==> src/rtl/can_mode_pkg.sv <==
package can_mode_pkg;

  localparam int ADDR_CTRL = 0;
  localparam int ADDR_SYNC = 1;
  localparam int ADDR_PRESC = 2;

  localparam int BIT_INIT = 0;
  localparam int BIT_SLEEP = 1;
  localparam int BIT_STOP = 2;
  localparam int BIT_RXPOL = 3;
  localparam int BIT_TXPOL = 4;

  typedef enum logic [1:0] {
    ERR_ACTIVE  = 2'd0,
    ERR_WARN    = 2'd1,
    ERR_PASSIVE = 2'd2,
    ERR_BUSOFF  = 2'd3
  } errState_e;

  // Strobes and levels passed from control to datapath
  typedef struct packed {
    logic clrErr;
    logic forceRec;
    logic syncWr;
    logic prescWr;
    logic txPol;
    logic rxPol;
  } modeStrobe_t;

endpackage

==> src/rtl/can_err_counter.sv <==
module can_err_counter
  import can_mode_pkg::*;
#(
  parameter int CNT_W = 9,
  parameter int STEP = 8,
  parameter int WARN_LVL = 96,
  parameter int PASS_LVL = 128,
  parameter int OFF_LVL = 256
) (
  input  logic             clk,
  input  logic             rstN,
  input  logic             clr,
  input  logic             up,
  input  logic             down,
  output logic [CNT_W-1:0] cnt,
  output logic [1:0]       state
);

  localparam logic [CNT_W-1:0] CNT_MAX = '1;
  localparam logic [CNT_W-1:0] STEP_V = CNT_W'(STEP);
  localparam logic [CNT_W-1:0] HEADROOM = CNT_MAX - STEP_V;

  always_ff @(posedge clk or negedge rstN) begin
    if (!rstN) begin
      cnt <= '0;
    end else if (clr) begin
      cnt <= '0;
    end else if (up) begin
      cnt <= (cnt > HEADROOM) ? CNT_MAX : cnt + STEP_V;
    end else if (down && cnt != '0) begin
      cnt <= cnt - 1'b1;
    end
  end

  errState_e stateE;

  always_comb begin
    if (int'(cnt) >= OFF_LVL) stateE = ERR_BUSOFF;
    else if (int'(cnt) >= PASS_LVL) stateE = ERR_PASSIVE;
    else if (int'(cnt) >= WARN_LVL) stateE = ERR_WARN;
    else stateE = ERR_ACTIVE;
  end

  assign state = stateE;

endmodule

==> src/rtl/can_mode_ctrl.sv <==
module can_mode_ctrl
  import can_mode_pkg::*;
#(
  parameter int ADDR_W = 2,
  parameter int DATA_W = 8
) (
  input  logic              clk,
  input  logic              rstN,
  input  logic              wrEn,
  input  logic [ADDR_W-1:0] wrAddr,
  input  logic [DATA_W-1:0] wrData,
  input  logic              protoAck,
  output logic              modeInit,
  output logic              modeSleep,
  output logic              modeStop,
  output logic              statInit,
  output modeStrobe_t       strb
);

  logic ctrlWr;
  logic txPolQ;
  logic rxPolQ;
  logic reqActive;

  assign ctrlWr = wrEn && (wrAddr == ADDR_W'(ADDR_CTRL));
  assign reqActive = modeInit | modeStop;

  always_ff @(posedge clk or negedge rstN) begin
    if (!rstN) begin
      modeInit  <= 1'b0;
      modeSleep <= 1'b0;
      modeStop  <= 1'b0;
      txPolQ    <= 1'b0;
      rxPolQ    <= 1'b0;
    end else if (ctrlWr) begin
      modeInit  <= wrData[BIT_INIT];
      modeSleep <= wrData[BIT_SLEEP];
      // stop is entered only from sleep, left only by writing 0
      modeStop  <= wrData[BIT_STOP] & (modeStop | modeSleep);
      txPolQ    <= wrData[BIT_TXPOL];
      rxPolQ    <= wrData[BIT_RXPOL];
    end
  end

  // Initialized flag tracks the protocol layer acknowledge
  always_ff @(posedge clk or negedge rstN) begin
    if (!rstN) begin
      statInit <= 1'b0;
    end else if (!reqActive) begin
      statInit <= 1'b0;
    end else if (protoAck) begin
      statInit <= 1'b1;
    end
  end

  always_comb begin
    strb.clrErr   = statInit;
    strb.forceRec = statInit;
    strb.syncWr   = statInit && wrEn && (wrAddr == ADDR_W'(ADDR_SYNC));
    strb.prescWr  = statInit && wrEn && (wrAddr == ADDR_W'(ADDR_PRESC));
    strb.txPol    = txPolQ;
    strb.rxPol    = rxPolQ;
  end

endmodule

==> src/rtl/can_mode_dp.sv <==
module can_mode_dp
  import can_mode_pkg::*;
#(
  parameter int DATA_W = 8,
  parameter int CNT_W = 9,
  parameter int SYNC_W = 8,
  parameter int PRESC_W = 6,
  parameter int TX_STEP = 8,
  parameter int RX_STEP = 1,
  parameter int WARN_LVL = 96,
  parameter int PASS_LVL = 128,
  parameter int OFF_LVL = 256
) (
  input  logic               clk,
  input  logic               rstN,
  input  modeStrobe_t        strb,
  input  logic [DATA_W-1:0]  wrData,
  input  logic               txBusy,
  input  logic               rxBusy,
  input  logic               txErrUp,
  input  logic               txErrDown,
  input  logic               rxErrUp,
  input  logic               rxErrDown,
  input  logic               txBitDom,
  input  logic               canRxPin,
  output logic               statBusOff,
  output logic               statTx,
  output logic               statRx,
  output logic [CNT_W-1:0]   txErrCnt,
  output logic [CNT_W-1:0]   rxErrCnt,
  output logic [1:0]         txErrState,
  output logic [1:0]         rxErrState,
  output logic [SYNC_W-1:0]  syncVal,
  output logic [PRESC_W-1:0] prescVal,
  output logic               canTxPin,
  output logic               rxBitDom
);

  localparam int LANES = 2;

  logic             upV   [LANES];
  logic             downV [LANES];
  logic [CNT_W-1:0] cntV  [LANES];
  logic [1:0]       stV   [LANES];

  assign upV[0]   = txErrUp;
  assign downV[0] = txErrDown;
  assign upV[1]   = rxErrUp;
  assign downV[1] = rxErrDown;

  for (genvar g = 0; g < LANES; g++) begin : gLane
    can_err_counter #(
      .CNT_W(CNT_W),
      .STEP(g == 0 ? TX_STEP : RX_STEP),
      .WARN_LVL(WARN_LVL),
      .PASS_LVL(PASS_LVL),
      .OFF_LVL(OFF_LVL)
    ) uCnt (
      .clk(clk),
      .rstN(rstN),
      .clr(strb.clrErr),
      .up(upV[g]),
      .down(downV[g]),
      .cnt(cntV[g]),
      .state(stV[g])
    );
  end

  assign txErrCnt   = cntV[0];
  assign rxErrCnt   = cntV[1];
  assign txErrState = stV[0];
  assign rxErrState = stV[1];
  assign statBusOff = (stV[0] == ERR_BUSOFF);

  always_ff @(posedge clk or negedge rstN) begin
    if (!rstN) begin
      statTx <= 1'b0;
      statRx <= 1'b0;
    end else begin
      statTx <= txBusy;
      statRx <= rxBusy;
    end
  end

  always_ff @(posedge clk or negedge rstN) begin
    if (!rstN) begin
      syncVal  <= '0;
      prescVal <= '0;
    end else begin
      if (strb.syncWr) syncVal <= wrData[SYNC_W-1:0];
      if (strb.prescWr) prescVal <= wrData[PRESC_W-1:0];
    end
  end

  logic txDomEff;
  assign txDomEff = txBitDom & ~strb.forceRec;
  assign canTxPin = txDomEff ? strb.txPol : ~strb.txPol;
  assign rxBitDom = ~(canRxPin ^ strb.rxPol);

endmodule

==> src/rtl/can_mode_reg.sv <==
module can_mode_reg
  import can_mode_pkg::*;
#(
  parameter int ADDR_W = 2,
  parameter int DATA_W = 8,
  parameter int CNT_W = 9,
  parameter int SYNC_W = 8,
  parameter int PRESC_W = 6,
  parameter int TX_STEP = 8,
  parameter int RX_STEP = 1,
  parameter int WARN_LVL = 96,
  parameter int PASS_LVL = 128,
  parameter int OFF_LVL = 256
) (
  input  logic               clk,
  input  logic               rstN,
  input  logic               wrEn,
  input  logic [ADDR_W-1:0]  wrAddr,
  input  logic [DATA_W-1:0]  wrData,
  input  logic               protoAck,
  input  logic               txBusy,
  input  logic               rxBusy,
  input  logic               txErrUp,
  input  logic               txErrDown,
  input  logic               rxErrUp,
  input  logic               rxErrDown,
  input  logic               txBitDom,
  input  logic               canRxPin,
  output logic               modeInit,
  output logic               modeSleep,
  output logic               modeStop,
  output logic               statInit,
  output logic               statBusOff,
  output logic               statTx,
  output logic               statRx,
  output logic [CNT_W-1:0]   txErrCnt,
  output logic [CNT_W-1:0]   rxErrCnt,
  output logic [1:0]         txErrState,
  output logic [1:0]         rxErrState,
  output logic [SYNC_W-1:0]  syncVal,
  output logic [PRESC_W-1:0] prescVal,
  output logic               canTxPin,
  output logic               rxBitDom
);

  modeStrobe_t strb;

  can_mode_ctrl #(
    .ADDR_W(ADDR_W),
    .DATA_W(DATA_W)
  ) uCtrl (
    .clk(clk),
    .rstN(rstN),
    .wrEn(wrEn),
    .wrAddr(wrAddr),
    .wrData(wrData),
    .protoAck(protoAck),
    .modeInit(modeInit),
    .modeSleep(modeSleep),
    .modeStop(modeStop),
    .statInit(statInit),
    .strb(strb)
  );

  can_mode_dp #(
    .DATA_W(DATA_W),
    .CNT_W(CNT_W),
    .SYNC_W(SYNC_W),
    .PRESC_W(PRESC_W),
    .TX_STEP(TX_STEP),
    .RX_STEP(RX_STEP),
    .WARN_LVL(WARN_LVL),
    .PASS_LVL(PASS_LVL),
    .OFF_LVL(OFF_LVL)
  ) uDp (
    .clk(clk),
    .rstN(rstN),
    .strb(strb),
    .wrData(wrData),
    .txBusy(txBusy),
    .rxBusy(rxBusy),
    .txErrUp(txErrUp),
    .txErrDown(txErrDown),
    .rxErrUp(rxErrUp),
    .rxErrDown(rxErrDown),
    .txBitDom(txBitDom),
    .canRxPin(canRxPin),
    .statBusOff(statBusOff),
    .statTx(statTx),
    .statRx(statRx),
    .txErrCnt(txErrCnt),
    .rxErrCnt(rxErrCnt),
    .txErrState(txErrState),
    .rxErrState(rxErrState),
    .syncVal(syncVal),
    .prescVal(prescVal),
    .canTxPin(canTxPin),
    .rxBitDom(rxBitDom)
  );

endmodule

==> config.mk <==
export PLATFORM = sky130hd
export DESIGN_NAME = can_mode_reg
export DESIGN_NICKNAME = d
export VERILOG_FILES = /design/src/rtl/can_mode_pkg.sv /design/src/rtl/can_err_counter.sv /design/src/rtl/can_mode_ctrl.sv /design/src/rtl/can_mode_dp.sv /design/src/rtl/can_mode_reg.sv
export SDC_FILE = /design/constraint.sdc
export NUM_CORES = 1
export LEC_CHECK = 0
export BUFFER_PORTS_ARGS = -buffer_cell sky130_fd_sc_hd__buf_2
export CAP_MARGIN = 25
export CORE_AREA = 2 2 70 89
export CTS_BUF_LIST = sky130_fd_sc_hd__clkbuf_8
export CTS_CLUSTER_SIZE = 25
export DETAILED_ROUTE_END_ITERATION = 10
export DIE_AREA = 0 0 72 91
export PLACE_DENSITY_LB_ADDON = 0.08
export RECOVER_POWER = 25
export SLEW_MARGIN = 30
export SYNTH_ARGS = -nofsm -noshare
export SYNTH_HDL_FRONTEND = slang
export SYNTH_SLANG_ARGS = --single-unit
==> constraint.sdc <==
create_clock -name clk -period 5.65 [get_ports clk]
set_input_delay 1.13 -clock clk [delete_from_list [all_inputs] [get_ports clk]]
set_output_delay 1.13 -clock clk [all_outputs]
set_load 0.03 [all_outputs]
==> impl_metrics.ini <==
[status]
status = complete, but fails checks
violations = max-capacitance violations, max-slew violations

[critical_path]
rr_startpoint = uDp.gLane[0].uCnt.cnt[0]$_DFFE_PN0P_
r2r-end = uDp.gLane[0].uCnt.cnt[3]$_DFFE_PN0P_
start_kind = input port
crit_chain = buf_2, nor2b_1, xnor2_1, buf_2
path_common_cell = buf_2
worst_path_largest_cell_delay_ps = 210
crit_fanout = 1
reg2reg_depth = 7
r2r_setup_slack_ps = 3460
cp_slowest_cell = buf_2
cp.required_ps = 4520
worstPathArrival_ps = 1720
cp-end-kind = primary output
worstSetupPathType = input port to primary output

[die]
die_area_um2 = 6550
die_x_um = 72
start_util_pct = 44.2
fp.dieH_um = 91
core_um2 = 5700
rows = 31
io-pin-count = 67

[timing]
fin_crit_sh_pct = 50.4
drv_slew = 41
worst_pin_slew_ps = 2120
setup_tns_ps = 0
whs_ps = 480
rsz0062_at_grt = no
fin_skew_ps = 6.09
slew_headroom_pct = -41.0
fmax_mhz = 351
post-route-min-period_ps = 2850
finalSetupViolCount = 0
hold_violations = 0

[clocking]
numCtsBuffers = 5
tritoncts = yes
clock-sinks = 40
clkSlewWorstSetupHoldPaths_ps = 80
clock_path_buffers = 2
worstSkewPairLatency_ps = 290
cts_max_level = 2
cts_setup_buffers = 0
postCtsHoldBufs = 0
cts.repair.resized = 0
cts_root_buf = clkbuf_8

[cells_and_area]
nets = 352
drive_gt1_share_pct = 32.5
mostFrequentLayoutCells = 65 x buf_2, 40 x dfrtp_1, 23 x nor2_1, 17 x inv_1, 17 x mux2_2
layout_commonest_cell = buf_2
antenna_cells = 0
final_design_area_no_fill_um2 = 2970
synthToLayoutAreaGrowth_pct = 17.6

[synthesis]
synth_cell_types = 54
yosysTopAreaCell = dfrtp_1
syn_area_um2 = 2520
synth_enable_flop_cells = 0
ys.flop_type = dfrtp_1
synth_cells = 260
ys_ff_latch = 40
synth_top_area_share_pct = 39.7
synth_area_per_cell_um2 = 9.70
synth-seq-area-share_pct = 39.7
async_flop_share_pct = 100
syn-num-nets = 293
ys_top_cells_by_area = dfrtp_1 40%, mux2_2 7.6%, ha_1 5.5%
yosys_warnings = 0

[routing]
viasPerCell = 5.76
vias = 2223
wl_per_cell_um = 15.7
first_pass_iters = 4
ant_nets = 0
drt-total-wl_um = 6050
drc_errors = 0
drt_iter0_drc = 131

[placement]
dpl_cell_area_um2 = 2870
io_buffer_count = 66
hpwl_um = 4310
globalplace.congestion = 0.912

[global_route]
grt_overflow_total = 0
grtUsageTotal_pct = 19.1
grt_pass1_vias = 2082
grt_pass1_wl_um = 10100
grt_max_degree = 41
antenna_found_initial = 0

[power_and_ir_drop]
leakage_nw = 1.35
powerDensity_nw_per_um2 = 534
ir_worst_vdd_uv = 290

[hold_path]
hold_class = flop to flop
holdPathStages = 2
hp-start = uDp.prescVal[2]$_DFFE_PN0P_
hold-path-endpoint = uDp.prescVal[2]$_DFFE_PN0P_

[run]
cap_violations = 1
-- power by group --
group	leakage, nW	switching (W)	internal (W)
Combinational	0.806	0.000524	0.000302
Clock	0.0434	0.000103	0.0000989
Sequential	0.500	0.000172	0.000385
-- cells in the mapped netlist, types with 2 or more instances --
| cell type | n |
|---|---|
| a31oi_1 | 3 |
| a21oi_1 | 14 |
| dfrtp_1 | 40 |
| o21bai_1 | 6 |
| mux2i_1 | 6 |
| o311ai_0 | 2 |
| nand2_1 | 11 |
| o32ai_1 | 2 |
| nor3_1 | 7 |
| inv_1 | 17 |
| nand2b_1 | 4 |
| o31ai_1 | 2 |
| xnor2_1 | 5 |
| nand4b_1 | 2 |
| nor3b_2 | 4 |
| o21ai_0 | 8 |
| buf_2 | 9 |
| a31o_2 | 2 |
| a211oi_1 | 6 |
| and3_1 | 2 |
| clkbuf_1 | 4 |
| nor4_1 | 2 |
| or2_2 | 2 |
| nor2_1 | 23 |
| o21ai_1 | 2 |
| ha_1 | 11 |
| o221ai_1 | 2 |
| mux2_2 | 17 |
| nand4_1 | 7 |
| nand3_1 | 12 |
| o22a_1 | 2 |
| a311oi_1 | 2 |
-- area by class of cell --
class	count	area (um2)
Inverter	17	63.8
Fill cell	548	2740
Clock inverter	2	15.0
Timing Repair Buffer	66	329
Sequential cell	40	1000
Clock buffer	6	82.6
Tap cell	66	82.6
Multi-Input combinational cell	189	1390
-- critical path: cells and delay by family --
family / cells / cell delay [ps]
buffers and inverters: 2 / 300
xor gates and xnor gates: 1 / 160
and+or+nand+nor: 1 / 130
-- how the worst max path moves through the flow --
| stage | startpoint | end | slack (ps) | cells past startpoint |
|---|---|---|---|---|
| 2_1_floorplan | txBitDom | canTxPin | 2730 | 2 |
| 3_3_place_gp | txBitDom | canTxPin | 2810 | 4 |
| 3_5_place_dp | txBitDom | canTxPin | 2790 | 4 |
| 4_1_cts | txBitDom | canTxPin | 2790 | 4 |
| 5_1_grt | rstN | uDp.gLane[1].uCnt.cnt[8]$_DFFE_PN0P_ | 2430 | 1 |
| 6_report | txBitDom | canTxPin | 2800 | 4 |
-- flip-flops by register name, indices dropped and copies added (netlist names) --
register	flops
uDp.gLane.uCnt.cnt	18
uDp.syncVal	8
uDp.prescVal	6
uCtrl.modeInit	1
uCtrl.modeSleep	1
uCtrl.modeStop	1
uCtrl.rxPolQ	1
uCtrl.statInit	1
uCtrl.txPolQ	1
uDp.statRx	1
uDp.statTx	1
-- metrics by stage --
stage / std cells / util [%] / power [W] / setup WS [ps]
2_1_floorplan: 260 / - / 0.00115 / 2730
3_3_place_gp: 378 / 50.3 / 0.00138 / 2810
3_5_place_dp: 378 / 50.3 / 0.00139 / 2790
4_1_cts: 386 / 52.0 / 0.00159 / 2790
5_1_grt: 386 / 52.0 / 0.00170 / 2430
6_report: 386 / 52.0 / 0.00158 / 2800
-- metal layers --
layer / vias to the layer above / part of all wire, % / wire length, um / GRT usage (%)
met4: 0 / 2.2 / 136 / 7.55
met5: - / 0 / 0 / 0
met3: 14 / 3.7 / 221 / 2.22
met2: 56 / 50 / 3050 / 31.2
li1: 1070 / - / - / -
met1: 1083 / 44 / 2650 / 25.6
-- logic make-up after synthesis --
kind of cell | count (synthesis) | share of synthesized area, %
AO/OA/AOI/OAI | 64 | 18.6
XOR/XNOR | 5 | 1.74
adder cells (fa/ha/maj) | 11 | 5.46
buffers and inverters | 31 | 5.11
flip-flops | 40 | 39.7
multiplexers | 24 | 10.4
AND/OR/NAND/NOR | 85 | 19.0
No activity file was read; power rests on OpenSTA's default activity.
